File: config.mk
export PLATFORM = sky130hd
export DESIGN_NAME = cfg_bytecode_seq
export DESIGN_NICKNAME = d
export VERILOG_FILES = /design/src/rtl/bcs_pkg.sv /design/src/rtl/bcs_decode.sv /design/src/rtl/bcs_tagboard.sv /design/src/rtl/bcs_stptr.sv /design/src/rtl/cfg_bytecode_seq.sv
export SDC_FILE = /design/constraint.sdc
export NUM_CORES = 1
export LEC_CHECK = 0
export BUFFER_PORTS_ARGS = -buffer_cell sky130_fd_sc_hd__buf_4
export CORE_UTILIZATION = 58
export DETAILED_ROUTE_END_ITERATION = 10
export PLACE_DENSITY_LB_ADDON = 0.12
export SLEW_MARGIN = 10
export SYNTH_ARGS = -nofsm -noshare
export SYNTH_HDL_FRONTEND = slang
export SYNTH_SLANG_ARGS = --single-unit
File: constraint.sdc
create_clock -name clk -period 5 [get_ports clk]
set_clock_uncertainty 0.15 [all_clocks]
set_input_delay 0.25 -clock clk [delete_from_list [all_inputs] [get_ports clk]]
set_output_delay 0.25 -clock clk [all_outputs]
set_load 0.005 [all_outputs]
File: src/rtl/bcs_pkg.sv
package bcs_pkg;

  typedef enum logic [2:0] {
    ST_IDLE, ST_OP, ST_AHI, ST_ALO, ST_XFER
  } seq_state_t;

  typedef enum logic [2:0] {
    OP_MOVE, OP_UPD, OP_CAL, OP_SYNC, OP_COND, OP_PAUSE, OP_END, OP_NOP
  } op_kind_t;

  // Sort one stream byte into its opcode class; ncond bounds the condition range.
  function automatic op_kind_t op_class(input logic [7:0] b, input int unsigned ncond);
    if (!b[7])                                   return OP_MOVE;
    if (b == 8'h80)                              return OP_UPD;
    if (b == 8'hA0)                              return OP_CAL;
    if (b == 8'hA1)                              return OP_SYNC;
    if (b == 8'hFE)                              return OP_PAUSE;
    if (b == 8'hFF)                              return OP_END;
    if (b >= 8'hB0 && 32'(b - 8'hB0) <= ncond)   return OP_COND;
    return OP_NOP;
  endfunction

  // Condition slot carried by a condition opcode (0 = clear all).
  function automatic logic [3:0] cond_slot(input logic [7:0] b);
    return 4'(b - 8'hB0);
  endfunction

endpackage

File: src/rtl/bcs_decode.sv
module bcs_decode
  import bcs_pkg::*;
#(
  parameter int unsigned NCOND = 8
) (
  input  logic [7:0] op_byte,
  output op_kind_t   kind,
  output logic [3:0] slot
);
  always_comb begin
    kind = op_class(op_byte, NCOND);
    slot = cond_slot(op_byte);
  end
endmodule

File: src/rtl/bcs_tagboard.sv
module bcs_tagboard #(
  parameter int unsigned NCOND = 8
) (
  input  logic       clk,
  input  logic       rst_n,
  input  logic       clr,
  input  logic       wr,
  input  logic [3:0] idx,
  input  logic [3:0] sel,
  output logic       exec_ok,
  output logic       cond_live
);
  logic [NCOND-1:0] tags;
  logic             hit;

  for (genvar g = 0; g < NCOND; g++) begin : g_tag
    always_ff @(posedge clk or negedge rst_n) begin
      if (!rst_n)                          tags[g] <= 1'b0;
      else if (clr || (wr && idx == 4'd0)) tags[g] <= 1'b0;
      else if (wr && idx == 4'(g + 1))     tags[g] <= 1'b1;
    end
  end

  always_comb begin
    hit = 1'b0;
    for (int i = 0; i < int'(NCOND); i++)
      if (sel == 4'(i + 1)) hit = tags[i];
  end

  assign cond_live = |tags;
  assign exec_ok   = !cond_live || hit;
endmodule

File: src/rtl/bcs_stptr.sv
module bcs_stptr #(
  parameter int unsigned AW = 10
) (
  input  logic          clk,
  input  logic          rst_n,
  input  logic          go_save,
  input  logic          go_load,
  input  logic          step,
  input  logic          pause_mark,
  input  logic          end_mark,
  output logic [AW-1:0] ptr,
  output logic          appending
);
  always_ff @(posedge clk or negedge rst_n) begin
    if (!rst_n) begin
      ptr       <= '0;
      appending <= 1'b0;
    end else if (go_load) begin
      ptr       <= '0;
      appending <= 1'b0;
    end else if (go_save) begin
      if (!appending) ptr <= '0;
    end else begin
      if (step)       ptr       <= ptr + AW'(1);
      if (pause_mark) appending <= 1'b1;
      if (end_mark)   appending <= 1'b0;
    end
  end
endmodule

File: src/rtl/cfg_bytecode_seq.sv
module cfg_bytecode_seq
  import bcs_pkg::*;
#(
  parameter int unsigned SP_AW = 8,
  parameter int unsigned ST_AW = 10,
  parameter int unsigned RM_AW = 12,
  parameter int unsigned NCOND = 8
) (
  input  logic             clk,
  input  logic             rst_n,
  input  logic             start,
  input  logic             dir_save,
  input  logic [3:0]       sel_cond,
  output logic             busy,
  output logic             done,
  output logic [SP_AW-1:0] sp_addr,
  input  logic [7:0]       sp_rdata,
  output logic [ST_AW-1:0] st_addr,
  input  logic [7:0]       st_rdata,
  output logic [7:0]       st_wdata,
  output logic             st_we,
  output logic [RM_AW-1:0] rm_addr,
  input  logic [7:0]       rm_rdata,
  output logic [7:0]       rm_wdata,
  output logic             rm_we,
  output logic             upd_stb,
  output logic             cal_stb,
  output logic             sync_stb
);
  localparam int unsigned CW = 7;

  seq_state_t       state;
  logic             mode_save;
  logic [CW-1:0]    cnt;
  logic [7:0]       addr_hi;
  logic [RM_AW-1:0] raddr;
  logic [SP_AW-1:0] sp_ptr;
  logic [ST_AW-1:0] ptr;
  logic             appending;

  // Named internal events
  logic [7:0] src;
  op_kind_t   kind;
  logic [3:0] slot;
  logic       in_op, go, op_stop, xfer_last, exec_ok, cond_live;
  logic       pause_mark, end_mark, step;

  assign busy      = (state != ST_IDLE);
  assign src       = mode_save ? sp_rdata : st_rdata;
  assign in_op     = (state == ST_OP);
  assign go        = start && (state == ST_IDLE);
  assign op_stop   = in_op && (kind == OP_PAUSE || kind == OP_END);
  assign xfer_last = (state == ST_XFER) && (cnt == '0);
  assign pause_mark = in_op && mode_save && (kind == OP_PAUSE);
  assign end_mark   = in_op && mode_save && (kind == OP_END);
  assign step       = busy && !pause_mark;

  bcs_decode #(.NCOND(NCOND)) u_dec (
    .op_byte (src),
    .kind    (kind),
    .slot    (slot)
  );

  bcs_tagboard #(.NCOND(NCOND)) u_tags (
    .clk       (clk),
    .rst_n     (rst_n),
    .clr       (go),
    .wr        (in_op && kind == OP_COND),
    .idx       (slot),
    .sel       (sel_cond),
    .exec_ok   (exec_ok),
    .cond_live (cond_live)
  );

  bcs_stptr #(.AW(ST_AW)) u_ptr (
    .clk        (clk),
    .rst_n      (rst_n),
    .go_save    (go && dir_save),
    .go_load    (go && !dir_save),
    .step       (step),
    .pause_mark (pause_mark),
    .end_mark   (end_mark),
    .ptr        (ptr),
    .appending  (appending)
  );

  // Memory ports
  assign sp_addr  = sp_ptr;
  assign st_addr  = ptr;
  assign st_we    = busy && mode_save;
  assign st_wdata = (state == ST_XFER) ? rm_rdata : sp_rdata;
  assign rm_addr  = raddr;
  assign rm_wdata = st_rdata;
  assign rm_we    = (state == ST_XFER) && !mode_save && exec_ok;

  always_ff @(posedge clk or negedge rst_n) begin
    if (!rst_n) begin
      state     <= ST_IDLE;
      mode_save <= 1'b0;
      cnt       <= '0;
      addr_hi   <= '0;
      raddr     <= '0;
      sp_ptr    <= '0;
      done      <= 1'b0;
      upd_stb   <= 1'b0;
      cal_stb   <= 1'b0;
      sync_stb  <= 1'b0;
    end else begin
      done     <= op_stop;
      upd_stb  <= in_op && !mode_save && (kind == OP_UPD);
      cal_stb  <= in_op && !mode_save && (kind == OP_CAL);
      sync_stb <= in_op && !mode_save && (kind == OP_SYNC);
      unique case (state)
        ST_IDLE: begin
          if (start) begin
            state     <= ST_OP;
            mode_save <= dir_save;
            sp_ptr    <= '0;
          end
        end
        ST_OP: begin
          if (mode_save) sp_ptr <= sp_ptr + SP_AW'(1);
          if (kind == OP_MOVE) begin
            cnt   <= src[CW-1:0];
            state <= ST_AHI;
          end else if (op_stop) begin
            state <= ST_IDLE;
          end
        end
        ST_AHI: begin
          addr_hi <= src;
          if (mode_save) sp_ptr <= sp_ptr + SP_AW'(1);
          state <= ST_ALO;
        end
        ST_ALO: begin
          raddr <= RM_AW'({addr_hi, src});
          if (mode_save) sp_ptr <= sp_ptr + SP_AW'(1);
          state <= ST_XFER;
        end
        ST_XFER: begin
          raddr <= raddr + RM_AW'(1);
          if (xfer_last) state <= ST_OP;
          else           cnt   <= cnt - CW'(1);
        end
        default: state <= ST_IDLE;
      endcase
    end
  end
endmodule

Yosys cells after proc, flatten, opt, wreduce, memory -nomap -nowiden
Index checks and enable logic that the tools add are counted.

word-level totals
  bits in registers = 58
  bits of input ports = 32
  output and inout bits = 53
  logic and storage cells = 217

operators by class
  $add $sub $neg = 6
  $lt $le $gt $ge = 2
  equality and inequality tests = 39
  multiplexer cells = 90
  reductions and logical operators = 60

operator list
  kind                                                  count
  two-way mux 3 bit                                     21
  two-way mux 1 bit                                     55
  equality test 8 bit, second input constant            5
  two-way mux 10 bit                                    4
  equality test 4 x 3 -> 1 bit, second input constant   8
  <= comparator 32 x 4 -> 1 bit, second input constant  1
  two-way mux 8 bit                                     4
  logical AND 1 bit                                     27
  case mux 12 bit (2 select lines)                      1
  nonzero test 2 bit                                    11
  equality test 4 x 2 -> 1 bit, second input constant   4
  case mux 8 bit (2 select lines)                       1
  case mux 3 bit (5 select lines)                       1
  two-way mux 7 bit                                     2
  case mux 7 bit (2 select lines)                       1
  adder 12 x 1 -> 12 bit, second input constant         1
  equality test 3 x 2 -> 1 bit, second input constant   4
  equality test 3 bit, second input constant            4
  adder 10 x 1 -> 10 bit, second input constant         1
  AND reduction 3 bit                                   3
  nonzero test 3 bit                                    3
  subtractor 8 x 8 -> 9 bit, second input constant      1
  adder 8 x 1 -> 8 bit, second input constant           1
  equality test 4 x 1 -> 1 bit, second input constant   2
  other kinds (17)                                      31

Depth between registers and ports, before layout
Gate-level depths: netlist of run 1.

  word-level depth = 38
  gate-level depth with buffers = 8
  gate-level depth less buffers = 7

By module
From an unflattened synthesis of run 1, not the netlist that was laid out.

second synthesis, totals
  cell total of the unflattened synthesis = 403
  area total of the unflattened synthesis = 3631.0 um^2

modules (own cells, without submodules)
  module            times used  cells an instance  area each (um^2)  sequential area each (um^2)
  cfg_bytecode_seq  1           273                2366.0            975.9
  bcs_stptr         1           63                 641.9             275.3
  bcs_tagboard      1           47                 481.7             200.2
  bcs_decode        1           20                 141.4             0.0

Worst setup path before layout of run 1
No wires, ideal clock.

  kind = register -> register
  start = reg mode_save
  end = reg u_tags.tags[5]
  library setup time = 0.119 ns
  data arrival time = 2.028 ns
  required time = 4.731 ns
  slack = 2.703 ns
  stages on the path, launching flop included = 8
  buffers on the path = 2
  period minus slack after synthesis = 2.297 ns
  cells stage by stage = dfrtp_1 buf_6 nand3b_1 o22a_1 or4_1 buf_2 o31a_4 o21a_1

between the ends
  word-level cells in the longest chain between the ends = 23
  elaborated cells on any way between the ends = 63
  classes of those cells = 2 x add/sub; 2 x order compare; 7 x eq/ne; 45 x mux; 7 x reduce/logical

ends and longest elaborated chain
  item                                                                 RTL line                      text
  from (decl)                                                          cfg_bytecode_seq.sv:33        logic mode_save;
  from (signal assigned)                                               cfg_bytecode_seq.sv:117       mode_save <= dir_save;
  two-way mux 8 bit (*)                                                cfg_bytecode_seq.sv:49        assign src = mode_save ? sp_rdata : st_rdata;
  subtractor 8 x 8 -> 9 bit or equality test 8 bit (tied branches)     bcs_pkg.sv:19, bcs_pkg.sv:14
  <= comparator 32 x 4 -> 1 bit or two-way mux 3 bit (tied branches)   bcs_pkg.sv:19, bcs_pkg.sv:14
  logical AND 1 bit or two-way mux 3 bit (tied branches)               bcs_pkg.sv:19, bcs_pkg.sv:14
  two-way mux 1 bit or two-way mux 3 bit (tied branches) (2 in a row)  bcs_pkg.sv:19, bcs_pkg.sv:15
  two-way mux 1 bit or two-way mux 3 bit (tied branches)               bcs_pkg.sv:18, bcs_pkg.sv:14
  two-way mux 1 bit or two-way mux 3 bit (tied branches)               bcs_pkg.sv:17, bcs_pkg.sv:16
  two-way mux 1 bit or two-way mux 3 bit (tied branches)               bcs_pkg.sv:16, bcs_pkg.sv:17
  (+6 left out)                                                        --
  two-way mux 3 bit                                                    bcs_pkg.sv:16                 if (b == 8'hA1) return OP_SYNC;
  two-way mux 3 bit                                                    bcs_pkg.sv:15                 if (b == 8'hA0) return OP_CAL;
  two-way mux 3 bit                                                    bcs_pkg.sv:14                 if (b == 8'h80) return OP_UPD;
  equality test 3 bit                                                  cfg_bytecode_seq.sv:68        .wr (in_op && kind == OP_COND),
  logical AND 1 bit                                                    cfg_bytecode_seq.sv:68
  logical AND 1 bit                                                    bcs_tagboard.sv:19            else if (clr || (wr && idx == 4'd0)) tags[g] <= 1'b0;
  logical OR 1 bit                                                     bcs_tagboard.sv:19
  two-way mux 1 bit or nonzero test 2 bit (tied branches)              --
  to (signal, indexed assignment)                                      bcs_tagboard.sv:18            if (!rst_n) tags[g] <= 1'b0;
  to (signal, indexed assignment)                                      bcs_tagboard.sv:19
  to (signal, indexed assignment)                                      bcs_tagboard.sv:20            else if (wr && idx == 4'(g + 1)) tags[g] <= 1'b1;
  to (decl)                                                            bcs_tagboard.sv:13            logic [NCOND-1:0] tags;

Every way passes the cells marked *; elsewhere a longest branch is shown, timed or not. The select of a mux whose other input is x is not followed.
A chain may end at the register's enable or synchronous reset.

Final worst setup path of run 1
  start = reg mode_save
  end = reg u_tags.tags[2]

Same word-level chain as after synthesis.

==> results of run 1 <==
[cell type report]
class                           count  area [um^2]  area share
Timing Repair Buffer               87        658.1      0.1488
Tap cell                           75        93.84     0.02122
Inverter                            8        30.03    0.006791
Multi-Input combinational cell    318         1941      0.4389
Clock inverter                      3        68.82     0.01556
Sequential cell                    58         1451      0.3282
Clock buffer                       13        178.9     0.04046
[worst max path at each step]
| stage | startpoint | endpoint |
|---|---|---|
| after floorplan | mode_save$_DFFE_PN0P_ | u_tags.tags[5]$_DFFE_PN0P_ |
| after global placement | mode_save$_DFFE_PN0P_ | u_tags.tags[0]$_DFFE_PN0P_ |
| after detailed placement | mode_save$_DFFE_PN0P_ | u_tags.tags[1]$_DFFE_PN0P_ |
| after CTS | mode_save$_DFFE_PN0P_ | u_tags.tags[1]$_DFFE_PN0P_ |
| after global routing | mode_save$_DFFE_PN0P_ | cnt[3]$_DFFE_PN0P_ |
| final | mode_save$_DFFE_PN0P_ | u_tags.tags[2]$_DFFE_PN0P_ |
[per-stage QoR]
step | instance area (um^2) | total power [mW]
2_1_floorplan | 3562 | 1.288
3_3_place_gp | 4154 | 1.563
3_5_place_dp | 4154 | 1.595
4_1_cts | 4422 | 2.124
5_1_grt | 4422 | 2.272
6_report | 4422 | 2.125
[layer usage]
| layer | wire length [um] | track usage | vias to the layer above |
|---|---|---|---|
| met5 | 0 | 0 | - |
| met4 | 251 | 0.1500 | 0 |
| met3 | 516 | 0.04659 | 23 |
| met2 | 4422 | 0.4754 | 143 |
| met1 | 4053 | 0.4204 | 1630 |
| li1 | - | - | 1643 |
[layout by cell type, fill, tap and decap left out, types with 5 or more instances in the layout]
master and n:
nor2_1 41, a21oi_1 19, nand4_1 9, xnor2_1 9, nand3_1 10, clkbuf_8 13
and3_1 5, nor3_1 24, inv_1 8, buf_4 85, o21a_1 9, nand2_1 71
dfrtp_1 58, o21ai_0 18, mux2i_1 8, nand3b_1 6
[cell families after synthesis]
kind of cell	count (synthesis)	synth area share
adder cells (fa/ha/maj)	4	0.01405
multiplexers	13	0.04215
buffers and inverters	34	0.04918
AND/OR/NAND/NOR	202	0.2842
AO/OA/AOI/OAI	86	0.1711
flip-flops	58	0.4074
XOR/XNOR	13	0.03196
[registers in the layout, indices dropped and copies added (netlist names)]
name	count
u_ptr.appending	1
addr_hi	4
mode_save	1
state	3
cnt	7
upd_stb	1
done	1
sp_addr	8
u_tags.tags	8
sync_stb	1
rm_addr	12
u_ptr.ptr	10
cal_stb	1
[report_power, final]
group	total [mW]	switching, mW	internal, mW
clock	0.526	0.190	0.336
combinational	0.820	0.448	0.372
sequential	0.778	0.183	0.595
total	2.12	0.821	1.30
[timing repair]
item	4_1_cts	5_1_grt
hold buffers	2	0
hold endpoints to repair	59	0
buffers inserted	0	0
[worst max-delay path, delay by kind of cell (launching register included)]
kind               cells  cell delay, ns
DFF                    1            0.92
and+or+nand+nor        2            0.85
AOI/OAI and AO/OA      2            0.54
muxes                  1            0.47
==> flow_summary.yaml, run 1 <==
status:
  status: "completed"
detailed_routing:
  postRouteAntennaNets: 0
  routed_wirelength_um: 9243
  vias: 3439
  wire_per_inst_um: 16.45
  first_pass_iters: 4
  vias_per_cell: 6.119
  drc: 0
  drt_iter0_drc: 256
worst_setup_path:
  r2r-end: "u_tags.tags[2]$_DFFE_PN0P_"
  critPathLaunchType: "register"
  arrival_ns: 3.14
  timing.rr.start: "mode_save$_DFFE_PN0P_"
  crit_chain: "mux2i_2, nor3_1, or4_1, o31a_4, o21a_1"
  critPathKind: "register to register"
  cp-end-kind: "register"
  crit_fanout: 28
  ff2ff_path_depth: 5
  slowest_delay_ns: 0.92
  cp_data_required_time_ns: 5.08
  rrSetupSlack_ns: 1.95
  slowest_stage: "dfrtp_1"
synthesis:
  ys_top_cells_by_area: "dfrtp_1, nand2_1, nor2_1"
  syn-num-nets: 446
  synth_edf_count: 0
  synth_area_um2: 3562
  yosysMostFrequentCell: "nand2_1"
  synth.distinct_cells: 63
  ys_seq_elements: 58
  synth_warnings: 0
  synth_ff_type: "dfrtp_1"
  async_flop_share: 1.000
  synth_area_per_cell_um2: 8.688
  synth_common_cells: "nand2_1, dfrtp_1, nor2_1, nor3_1, a21oi_1"
  synth_top_cell_by_area: "dfrtp_1"
  synthCells: 410
  yosysTopAreaCellShare: 0.4074
  ys_seq_area_frac: 0.4074
cells_and_area:
  nets: 518
  areaGrowthSynthToFinish_pct: 24.13
  layout.cells.non_filler: 562
  antennaDiodeCount: 0
  post-route-util: 0.7468
  fill_cells: 467
  drive_above_1_share: 0.2320
placement:
  place_congestion: 0.9399
  dp.cells: 544
  dpl_worst_slack_ns: 1.961
  port_buffers: 84
  hpwl_um: 6711
sta:
  relSlewSlack: 0.3222
  holdWs_ns: 0.04948
  finalHoldViolCount: 0
  fin_crit_sh: 0.6108
  totalNegativeSetupSlack_ns: 0
  rsz0062_at_grt: "no"
  worstMarginPinSlew_ns: 1.009
  slew_violations: 0
  setup_violations: 0
  fmax_mhz: 327.4
  fin_crit_ns: 3.054
  final.setup.worst_slack_ns: 1.946
cts:
  htreeDepth: 3
  clk_pin_slew_worst_paths_ns: 0.06
  ctsRootBufferMaster: "clkbuf_8"
  cts_buffer_depth: 2
  clkLatencyLatePin_ns: 0.35
  numCtsBuffers: 9
  cts.sinks: 58
  cts_tree: "yes"
  cts_resized: 0
floorplanning:
  start_util: 0.6016
  die_h_um: 80.37
  dieArea_um2: 6459
  coreArea_um2: 5921
  num_rows: 28
  die_x_um: 80.37
  num_io_pins: 85
global_route:
  grt_max_degree: 59
  grt_first_pass_wirelength_um: 15060
  grt.total_usage: 0.3079
  gr-total-overflow: 0
  grt_pass1_vias: 3028
  antenna_found_initial: 0
min_path:
  hp-start: "dir_save"
  holdPathStages: 3
  worstHoldPathType: "primary input to register"
  worstHoldEndpoint: "mode_save$_DFFE_PN0P_"
power_and_ir_drop:
  p_per_area_nw_per_um2: 480.5
  ir_drop_mv: 0.3065
  p_leak_nw: 2.010
job:
  drv_cap: 0
Note: power is estimated with default switching activity, not from simulation.
==> run 2: changes to the inputs <==
CORE_UTILIZATION = 54   (was 58)
clock period = 2.9 ns   (was 5 ns; I/O delays follow)
==> run 2 against run 1 <==
Effect of this change: routed wire length is 0.30% higher; critical path type unchanged; first-iteration DRC count is 29% lower; clock power is 38% higher; sequential power is 68% higher; sequential share of layout area hardly changed; combinational power is 83% higher; non-clock buffer count is 8 higher; largest cell class unchanged; clock-buffer cell count is 3 lower; flip-flop and latch count stayed put; critical path depth stayed put; global-route usage is 2.3 points lower.
==> flow_summary.yaml, run 2 (same netlist as run 1, synthesis figures left out) <==
status:
  status: "completed"
worst_setup_path:
  r2r-end: "u_tags.tags[0]$_DFFE_PN0P_"
  timing.rr.start: "mode_save$_DFFE_PN0P_"
  crit_fanout: 16
  ff2ff_path_depth: 5
  cp-end-kind: "register"
  critPathLaunchType: "register"
  critPathKind: "register to register"
  cp_data_required_time_ns: 2.99
  crit_end: "u_tags.tags[0]$_DFFE_PN0P_"
  rrSetupSlack_ns: 0.24
  arrival_ns: 2.75
  cp-startpoint: "mode_save$_DFFE_PN0P_"
power_and_ir_drop:
  comb_power_share: 0.424
  p_leak_nw: 2.018
  ir_drop_mv: 0.4874
  p_per_area_nw_per_um2: 799.1
  switching_share: 0.4045
  p_sw_mw: 1.430
  pwr-share-seq: 0.371
  p_int_mw: 2.105
  clockPowerShare: 0.205
cells_and_area:
  fill_cells: 533
  mostFrequentLayoutCell: "buf_4"
  largest_reg_flops: 12
  final_cell_mix: "buf_4, nand2_1, dfrtp_1"
  antennaDiodeCount: 0
  layout.cells.non_filler: 572
  nets: 526
  areaGrowthSynthToFinish_pct: 24.20
  drive_above_1_share: 0.2404
sta:
  slew_violations: 0
  worstMarginPinSlew_ns: 0.9316
  totalNegativeSetupSlack_ns: 0
  fin_crit_sh: 0.9171
  holdWs_ns: 0.01328
  fmax_mhz: 376.0
  setup_violations: 0
  fin_crit_ns: 2.660
  rsz0062_at_grt: "no"
  finalHoldViolCount: 0
  relSlewSlack: 0.3776
detailed_routing:
  first_pass_iters: 4
  met2_wirelength_um: 4269
  vias: 3380
  routed.top_layer: "met4"
  postRouteAntennaNets: 0
  drt_iter0_drc: 181
  vias_per_cell: 5.909
  wl_met3_um: 594
  wire_per_inst_um: 16.21
  wl_met1_um: 4102
  drc: 0
  routed_wirelength_um: 9271
global_route:
  grt_max_degree: 59
  gr-total-overflow: 0
  grt.total_usage: 0.2849
  antenna_found_initial: 0
  grt_first_pass_wirelength_um: 15590
  grt_pass1_vias: 3246
placement:
  hpwl_um: 6787
  port_buffers: 84
  place_congestion: 0.9571
  dp.cells: 553
cts:
  cts_buffer_depth: 2
  cts_resized: 0
  ctsRootBufferMaster: "clkbuf_8"
  htreeDepth: 3
  cts.sinks: 58
  clkLatencyLatePin_ns: 0.35
  numCtsBuffers: 9
  post_cts.repair.setup_buffers: 0
  cts_tree: "yes"
  clk_pin_slew_worst_paths_ns: 0.06
floorplanning:
  num_rows: 29
  num_io_pins: 85
  die_h_um: 83.22
  start_util: 0.5610
  die_x_um: 83.22
  coreArea_um2: 6350
  dieArea_um2: 6926
job:
  drv_cap: 0
min_path:
  worstHoldPathType: "primary input to register"
[run 2: final cells by class]
type | count | area [um^2] | area share
Inverter | 8 | 30.03 | 0.006787
Multi-Input combinational cell | 318 | 1941 | 0.4386
Tap cell | 77 | 96.34 | 0.02178
Clock buffer | 10 | 127.6 | 0.02885
Clock inverter | 6 | 57.56 | 0.01301
Timing Repair Buffer | 95 | 720.7 | 0.1629
Sequential cell | 58 | 1451 | 0.3281
[run 2: power by group through the flow]
stage	combinational (mW)	sequential [mW]	clock (mW)
after CTS	1.50	1.30	0.737
after detailed placement	1.49	1.31	0
after global routing	1.66	1.35	0.771
final	1.50	1.31	0.725
after floorplan	1.00	1.22	0
after global placement	1.45	1.31	0
[run 2: worst max-delay path, cell delays in order, from the launching register on]
cell and delay, ns:
dfrtp_1 0.66, nand2_1 0.18, o22a_1 0.30, or4_1 0.69
o31a_4 0.43, o21a_1 0.12
[run 2: worst min path at each step]
stage	start	to	slack, ns	cells past startpoint
3_5_place_dp	rst_n	u_ptr.ptr[1]$_DFFE_PN0P_	0.11	1
5_1_grt	sp_rdata[0]	addr_hi[0]$_DFFE_PN0N_	0.04	3
4_1_cts	sp_rdata[0]	addr_hi[0]$_DFFE_PN0N_	0.007	3
2_1_floorplan	rst_n	addr_hi[0]$_DFFE_PN0N_	-0.30	0
3_3_place_gp	rst_n	u_ptr.ptr[1]$_DFFE_PN0P_	0.10	1
6_report	sp_rdata[0]	addr_hi[0]$_DFFE_PN0N_	0.01	3
[run 2: repair_timing]
item	in CTS	in global routing
setup endpoints to repair	0	0
hold endpoints to repair	62	0
hold buffers	3	0
[run 2: through the flow]
step	util	power (mW)	setup WS (ns)	cell area, um^2
final	0.6967	3.535	0.2404	4424
after CTS	0.6967	3.538	0.2711	4424
after detailed placement	0.6629	2.807	0.2934	4209
after floorplan	-	2.220	0.6031	3562
after global placement	0.6629	2.762	0.3718	4209
after global routing	0.6967	3.784	0.1185	4424
[run 2: routing by layer]
layer	vias to the layer above	track usage
met5	-	0
met2	130	0.4426
li1	1648	-
met4	0	0.1505
met1	1570	0.3717
met3	32	0.06461
